File: config.mk
export PLATFORM = sky130hd
export DESIGN_NAME = mc16_core
export DESIGN_NICKNAME = d
export VERILOG_FILES = /design/src/rtl/mc16_pkg.sv /design/src/rtl/mc16_regfile.sv /design/src/rtl/mc16_alu.sv /design/src/rtl/mc16_agen.sv /design/src/rtl/mc16_core.sv
export SDC_FILE = /design/constraint.sdc
export NUM_CORES = 1
export LEC_CHECK = 0
export BUFFER_PORTS_ARGS = -buffer_cell sky130_fd_sc_hd__buf_2
export CAP_MARGIN = 10
export CORE_MARGIN = 5
export CORE_UTILIZATION = 45
export CTS_CLUSTER_DIAMETER = 120
export DETAILED_ROUTE_END_ITERATION = 10
export GPL_TIMING_DRIVEN = 1
export PLACE_DENSITY = 0.67
export SYNTH_ARGS = -nofsm -noshare
export SYNTH_HDL_FRONTEND = slang
export SYNTH_SLANG_ARGS = --single-unit
File: constraint.sdc
create_clock -name clk -period 9.97 [get_ports clk]
set_clock_uncertainty 0.05 [all_clocks]
set_input_delay 0.4985 -clock clk [delete_from_list [all_inputs] [get_ports clk]]
set_output_delay 0.4985 -clock clk [all_outputs]
set_load 0.005 [all_outputs]
File: src/rtl/mc16_pkg.sv
package mc16_pkg;

   localparam int unsigned WORD_W = 16;
   localparam int unsigned NREGS  = 8;

   typedef enum logic [3:0] {
      OP_BR   = 4'b0000,
      OP_ADD  = 4'b0001,
      OP_LD   = 4'b0010,
      OP_ST   = 4'b0011,
      OP_JSR  = 4'b0100,
      OP_AND  = 4'b0101,
      OP_LDR  = 4'b0110,
      OP_STR  = 4'b0111,
      OP_NOP8 = 4'b1000,
      OP_NOT  = 4'b1001,
      OP_LDI  = 4'b1010,
      OP_STI  = 4'b1011,
      OP_JMP  = 4'b1100,
      OP_BAD  = 4'b1101,
      OP_LEA  = 4'b1110,
      OP_TRAP = 4'b1111
   } opc_e;

   typedef enum logic [2:0] {
      ST_FETCH,
      ST_LATCH,
      ST_EXEC,
      ST_RDWAIT,
      ST_INDWAIT,
      ST_VECWAIT,
      ST_STOP,
      ST_FAULT
   } state_e;

   typedef enum logic [1:0] {
      ALU_ADD,
      ALU_AND,
      ALU_NOT,
      ALU_PASS
   } alu_op_e;

   function automatic logic [2:0] flags_of(input logic [WORD_W-1:0] v);
      logic zero;
      zero = (v == '0);
      return {v[WORD_W-1], zero, ~v[WORD_W-1] & ~zero};
   endfunction

endpackage

File: src/rtl/mc16_regfile.sv
module mc16_regfile #(
   parameter int unsigned W  = 16,
   parameter int unsigned N  = 8,
   localparam int unsigned AW = $clog2(N)
) (
   input  logic          clk,
   input  logic          rst_n,
   input  logic          we,
   input  logic [AW-1:0] waddr,
   input  logic [W-1:0]  wdata,
   input  logic [AW-1:0] ra_addr,
   output logic [W-1:0]  ra_data,
   input  logic [AW-1:0] rb_addr,
   output logic [W-1:0]  rb_data,
   input  logic [AW-1:0] rd_addr,
   output logic [W-1:0]  rd_data
);

   if (N != (1 << AW)) begin : g_chk_pow2
      $error("mc16_regfile: register count must be a power of two");
   end
   if (W < 2) begin : g_chk_width
      $error("mc16_regfile: word width too small");
   end

   logic [W-1:0] regs [N];

   for (genvar i = 0; i < N; i++) begin : g_reg
      always_ff @(posedge clk or negedge rst_n) begin
         if (!rst_n) begin
            regs[i] <= '0;
         end else if (we && (waddr == AW'(i))) begin
            regs[i] <= wdata;
         end
      end
   end

   assign ra_data = regs[ra_addr];
   assign rb_data = regs[rb_addr];
   assign rd_data = regs[rd_addr];

endmodule

File: src/rtl/mc16_alu.sv
module mc16_alu
   import mc16_pkg::*;
#(
   parameter int unsigned W = 16
) (
   input  alu_op_e      op,
   input  logic [W-1:0] a,
   input  logic [W-1:0] b,
   output logic [W-1:0] y
);

   always_comb begin
      case (op)
         ALU_ADD: y = a + b;
         ALU_AND: y = a & b;
         ALU_NOT: y = ~a;
         default: y = b;
      endcase
   end

endmodule

File: src/rtl/mc16_agen.sv
module mc16_agen #(
   parameter int unsigned W = 16
) (
   input  logic [W-1:0] pc_inc,
   input  logic [10:0]  ofs,
   input  logic [W-1:0] base,
   output logic [W-1:0] tgt9,
   output logic [W-1:0] tgt11,
   output logic [W-1:0] base6
);

   if (W < 12) begin : g_chk_width
      $error("mc16_agen: word width must hold an 11-bit offset");
   end

   logic [W-1:0] sx9, sx11, sx6;

   assign sx9   = {{(W-9){ofs[8]}}, ofs[8:0]};
   assign sx11  = {{(W-11){ofs[10]}}, ofs[10:0]};
   assign sx6   = {{(W-6){ofs[5]}}, ofs[5:0]};

   assign tgt9  = pc_inc + sx9;
   assign tgt11 = pc_inc + sx11;
   assign base6 = base + sx6;

endmodule

File: src/rtl/mc16_core.sv
module mc16_core
   import mc16_pkg::*;
#(
   parameter logic [15:0] RESET_PC = 16'h3000,
   parameter logic [7:0]  HALT_VEC = 8'h25
) (
   input  logic        clk,
   input  logic        rst_n,
   output logic        mem_req,
   output logic        mem_we,
   output logic [15:0] mem_addr,
   output logic [15:0] mem_wdata,
   input  logic [15:0] mem_rdata,
   input  logic [2:0]  dbg_sel,
   output logic [15:0] dbg_reg,
   output logic [2:0]  cc_flags,
   output logic        halted,
   output logic        illegal_op
);

   localparam int unsigned W   = WORD_W;
   localparam int unsigned RAW = $clog2(NREGS);
   localparam logic [RAW-1:0] LINK_REG = RAW'(NREGS - 1);

   if (W != 16) begin : g_chk_word
      $error("mc16_core: instruction encoding assumes 16-bit words");
   end

   state_e         state_q, state_d;
   logic [W-1:0]   pc_q, pc_d;
   logic [W-1:0]   ir_q;
   logic           ir_we;
   logic [2:0]     cc_q;
   logic           cc_we;

   opc_e           opc;
   logic [RAW-1:0] f_dr, f_sr1, f_sr2;
   logic           imm_mode;
   logic [W-1:0]   imm5_sx;

   logic           rf_we;
   logic [RAW-1:0] rf_waddr;
   logic [W-1:0]   rf_wdata;
   logic [RAW-1:0] rb_addr;
   logic [W-1:0]   ra_data, rb_data;

   alu_op_e        alu_op;
   logic [W-1:0]   alu_b, alu_y;
   logic [W-1:0]   tgt9, tgt11, base6;
   logic           br_take;
   logic           is_store;

   // field decode
   assign opc      = opc_e'(ir_q[15:12]);
   assign f_dr     = ir_q[11:9];
   assign f_sr1    = ir_q[8:6];
   assign f_sr2    = ir_q[2:0];
   assign imm_mode = ir_q[5];
   assign imm5_sx  = {{(W-5){ir_q[4]}}, ir_q[4:0]};
   assign is_store = (opc == OP_ST) || (opc == OP_STR) || (opc == OP_STI);
   assign rb_addr  = is_store ? f_dr : f_sr2;
   assign alu_b    = imm_mode ? imm5_sx : rb_data;
   assign br_take  = |(ir_q[11:9] & cc_q);

   always_comb begin
      case (opc)
         OP_ADD:  alu_op = ALU_ADD;
         OP_AND:  alu_op = ALU_AND;
         OP_NOT:  alu_op = ALU_NOT;
         default: alu_op = ALU_PASS;
      endcase
   end

   mc16_regfile #(.W(W), .N(NREGS)) u_rf (
      .clk     (clk),
      .rst_n   (rst_n),
      .we      (rf_we),
      .waddr   (rf_waddr),
      .wdata   (rf_wdata),
      .ra_addr (f_sr1),
      .ra_data (ra_data),
      .rb_addr (rb_addr),
      .rb_data (rb_data),
      .rd_addr (dbg_sel),
      .rd_data (dbg_reg)
   );

   mc16_alu #(.W(W)) u_alu (
      .op (alu_op),
      .a  (ra_data),
      .b  (alu_b),
      .y  (alu_y)
   );

   mc16_agen #(.W(W)) u_agen (
      .pc_inc (pc_q),
      .ofs    (ir_q[10:0]),
      .base   (ra_data),
      .tgt9   (tgt9),
      .tgt11  (tgt11),
      .base6  (base6)
   );

   // sequencing
   always_comb begin
      state_d   = state_q;
      pc_d      = pc_q;
      ir_we     = 1'b0;
      mem_req   = 1'b0;
      mem_we    = 1'b0;
      mem_addr  = pc_q;
      mem_wdata = rb_data;
      rf_we     = 1'b0;
      rf_waddr  = f_dr;
      rf_wdata  = alu_y;
      cc_we     = 1'b0;

      case (state_q)
         ST_FETCH: begin
            mem_req = 1'b1;
            state_d = ST_LATCH;
         end
         ST_LATCH: begin
            ir_we   = 1'b1;
            pc_d    = pc_q + 1'b1;
            state_d = ST_EXEC;
         end
         ST_EXEC: begin
            state_d = ST_FETCH;
            case (opc)
               OP_ADD, OP_AND, OP_NOT: begin
                  rf_we = 1'b1;
                  cc_we = 1'b1;
               end
               OP_LEA: begin
                  rf_we    = 1'b1;
                  rf_wdata = tgt9;
                  cc_we    = 1'b1;
               end
               OP_BR: begin
                  if (br_take) pc_d = tgt9;
               end
               OP_JMP: begin
                  pc_d = ra_data;
               end
               OP_JSR: begin
                  rf_we    = 1'b1;
                  rf_waddr = LINK_REG;
                  rf_wdata = pc_q;
                  pc_d     = ir_q[11] ? tgt11 : ra_data;
               end
               OP_LD: begin
                  mem_req  = 1'b1;
                  mem_addr = tgt9;
                  state_d  = ST_RDWAIT;
               end
               OP_LDR: begin
                  mem_req  = 1'b1;
                  mem_addr = base6;
                  state_d  = ST_RDWAIT;
               end
               OP_LDI, OP_STI: begin
                  mem_req  = 1'b1;
                  mem_addr = tgt9;
                  state_d  = ST_INDWAIT;
               end
               OP_ST: begin
                  mem_req  = 1'b1;
                  mem_we   = 1'b1;
                  mem_addr = tgt9;
               end
               OP_STR: begin
                  mem_req  = 1'b1;
                  mem_we   = 1'b1;
                  mem_addr = base6;
               end
               OP_TRAP: begin
                  rf_we    = 1'b1;
                  rf_waddr = LINK_REG;
                  rf_wdata = pc_q;
                  if (ir_q[7:0] == HALT_VEC) begin
                     state_d = ST_STOP;
                  end else begin
                     mem_req  = 1'b1;
                     mem_addr = {{(W-8){1'b0}}, ir_q[7:0]};
                     state_d  = ST_VECWAIT;
                  end
               end
               OP_BAD: begin
                  state_d = ST_FAULT;
               end
               default: begin
                  state_d = ST_FETCH;
               end
            endcase
         end
         ST_RDWAIT: begin
            rf_we    = 1'b1;
            rf_wdata = mem_rdata;
            cc_we    = 1'b1;
            state_d  = ST_FETCH;
         end
         ST_INDWAIT: begin
            mem_req  = 1'b1;
            mem_addr = mem_rdata;
            if (opc == OP_LDI) begin
               state_d = ST_RDWAIT;
            end else begin
               mem_we  = 1'b1;
               state_d = ST_FETCH;
            end
         end
         ST_VECWAIT: begin
            pc_d    = mem_rdata;
            state_d = ST_FETCH;
         end
         default: begin
            state_d = state_q;
         end
      endcase
   end

   always_ff @(posedge clk or negedge rst_n) begin
      if (!rst_n) begin
         state_q <= ST_FETCH;
         pc_q    <= RESET_PC;
         ir_q    <= '0;
         cc_q    <= 3'b010;
      end else begin
         state_q <= state_d;
         pc_q    <= pc_d;
         if (ir_we) ir_q <= mem_rdata;
         if (cc_we) cc_q <= flags_of(rf_wdata);
      end
   end

   assign cc_flags   = cc_q;
   assign halted     = (state_q == ST_STOP);
   assign illegal_op = (state_q == ST_FAULT);

endmodule

==> results_dict.tcl <==
set metrics [dict create \
    via_per_inst 6.86 \
    cp_max_fo 33 \
    vias 15100 \
    grtUsageTotal_pct 31.7 \
    path_class "register to register" \
    routed_wl_um 61400 \
    overflow 0 \
    routedWlPerCell_um 28.0 \
    fin_area_mm2 0.0166 \
    critPathMostFrequentCell "a21oi_1" \
    cts_buffer_depth 2 \
    worst_hold_slack_ps 270 \
    final_net_count 1812 \
    postSynthAreaPerCell_um2 8.80 \
    final_cell_mix "170 x nor2_1, 162 x dfrtp_1, 157 x nand2_1" \
    cts_tree "yes" \
    first_pass_iters 7 \
    yosys_warnings 0 \
    slew_violations 0 \
    die_area_mm2 0.0377 \
    path_clk_slew_ps 100 \
    syn_inst 1734 \
    hold_start "mem_rdata[8]" \
    hold_class "input pin to register" \
    synth_area_mm2 0.0153 \
    required_ps 10350 \
    worstHoldEndpoint "ir_q[8]" \
    fin_crit_ps 6950 \
    gp_congestion 0.968 \
    clk_latency_ps 490 \
    setup_viol_count_final 0 \
    grt_pass1_wl_um 92500 \
    synth-edff-count 0 \
    core_area_mm2 0.0335 \
    hold_violations 0 \
    ant_nets 0 \
    synth.distinct_cells 96 \
    cp_top_family "compound AO/OA/AOI/OAI gates" \
    synth-seq-cells 166 \
    layout-drive-gt1-share_pct 20.3 \
    fin_crit_sh_pct 69.7 \
    layout_commonest_cell "nor2_1" \
    reg2reg_slack_ps 3020 \
    grt_max_degree 69 \
    start_kind "register" \
    cts_buffers 17 \
    crit_chain "nand2_4 > o21ai_2 > nand2_2 > mux2i_1 > a32oi_1 > and2_1 > nor2_1 > a21oi_1 > ha_1 > fa_1 > a211oi_1 > o21ai_0 > a31o_2 > a21oi_1 > or4b_1 > nand3_1 > a221o_1 > or4_1 > nor4_2 > a22o_1" \
    cts.sinks 166 \
    outcome "complete, no violations" \
    drc_errors 0 \
    critPathSlowestCell "dfrtp_1" \
    r2r_start "ir_q[12]" \
    critPathMaxStageDelay_ps 790 \
    drt-initial-drc-count 1925 \
    rsz0062_at_grt "false" \
    rows 67 \
    die_y_um 194 \
    crit_arrival_ps 7340 \
    ys_seq_area_share_pct 27.3 \
    fin_util_pct 49.4 \
    synthFlopType "dfrtp_1" \
    setup_tns_ps 0 \
    die_width_um 194 \
    cap_violations 0 \
    port_buffers 75 \
    start_util_pct 45.5 \
    root_buffer "clkbuf_16" \
    grt_antenna_before_repair 1 \
    synthesis.nets 1811 \
    htreeDepth 4 \
    ff2ff_path_depth 20 \
    end_kind "register" \
    worstMarginPinSlew_ps 1190 \
    ioPinCount 76 \
    max_freq_mhz 144 \
    r2r-end "cc_flags[1]" \
    area_growth_pct 8.56 \
    diodes 0 \
    cp_num_buf_inv 0 \
    min_path_cells 2 \
    grt_pass1_vias 14700 \
    slew_headroom_pct 20.1 \
    hpwl_um 44600 \
    placed_cell_area_mm2 0.0159 \
    async_reset_ff_share_pct 100 \
]
==> worst max-delay path by stage <==
stage	cells after the start	from	slack, ps	endpoint
after detailed placement	20	ir_q[12]	3240	cc_flags[1]
final	20	ir_q[12]	3020	cc_flags[1]
after global routing	20	ir_q[12]	2730	cc_flags[1]
after floorplan	23	ir_q[1]	4650	cc_flags[1]
after CTS	20	ir_q[12]	3240	cc_flags[1]
after global placement	20	ir_q[12]	3420	cc_flags[1]
==> flip-flops by register name (all words and copies together), names as in the netlist <==
signal / count
u_rf.regs: 128
ir_q: 16
pc_q: 16
cc_flags: 3
state_q: 3
==> logic make-up after synthesis <==
logic type / after synthesis / share of synthesized area [%]
buffers and inverters: 167 / 4.74
AND/OR/NAND/NOR: 537 / 17.0
multiplexers: 188 / 18.3
XOR/XNOR: 48 / 2.76
AO/OA/AOI/OAI: 572 / 25.1
flip-flops: 166 / 27.3
adder cells (fa/ha/maj): 56 / 4.74
==> timing repair <==
action                                 4_1_cts  5_1_grt
setup buffers                                0        0
gates resized for setup                      0        0
hold buffers                                 1        0
endpoints found under the hold margin       38        0
==> cells in the mapped netlist (all sizes together), types with 24 or more instances <==
cell	n	area [um2]
nor2	173	667
xnor2	30	263
a221oi	27	243
a21o	24	180
nor3	27	140
mux4	64	1440
mux2i	33	330
a211oi	35	268
clkbuf	91	342
and3	26	163
nand2	162	636
a22oi	35	263
o211ai	25	188
a21oi	153	773
nand3	34	193
mux2	91	1020
buf	43	258
inv	33	124
dfrtp	163	4080
nand2b	45	282
ha	53	663
o21ai	113	573
==> worst register-to-register path: cells and delay by family (launching register included) <==
kind                     cells  cell delay (ps)
AND/OR/NAND/NOR              8             2360
flip-flops                   1              790
AO/OA/AOI/OAI                9             2620
multiplexers                 1              370
adder cells (fa/ha/maj)      2              720
==> stage by stage <==
step	setup slack, ps	std cells
CTS	3240	2196
floorplan	4650	1734
global route	2730	2196
finish	3020	2196
detailed placement	3240	2163
global placement	3420	2163
==> layout make-up <==
cell class              instances  area [um2]
well taps                     448         561
clock inverters                15         176
flip-flops and latches        166        4160
fillers                      3205       17000
inverters                      33         124
clock buffers                  17         425
repair buffers                116         692
multi-input cells            1401       10400
==> layer usage <==
layer  part of all wire, %  track usage [%]
met1                    39             41.8
met2                    45             50.3
met3                   9.7             6.38
met4                   5.5             14.9
met5                 0.023                0
Power is left out: the tool's default activity adds up to more than one toggle a clock period on the data nets, which glitch-free logic cannot reach.
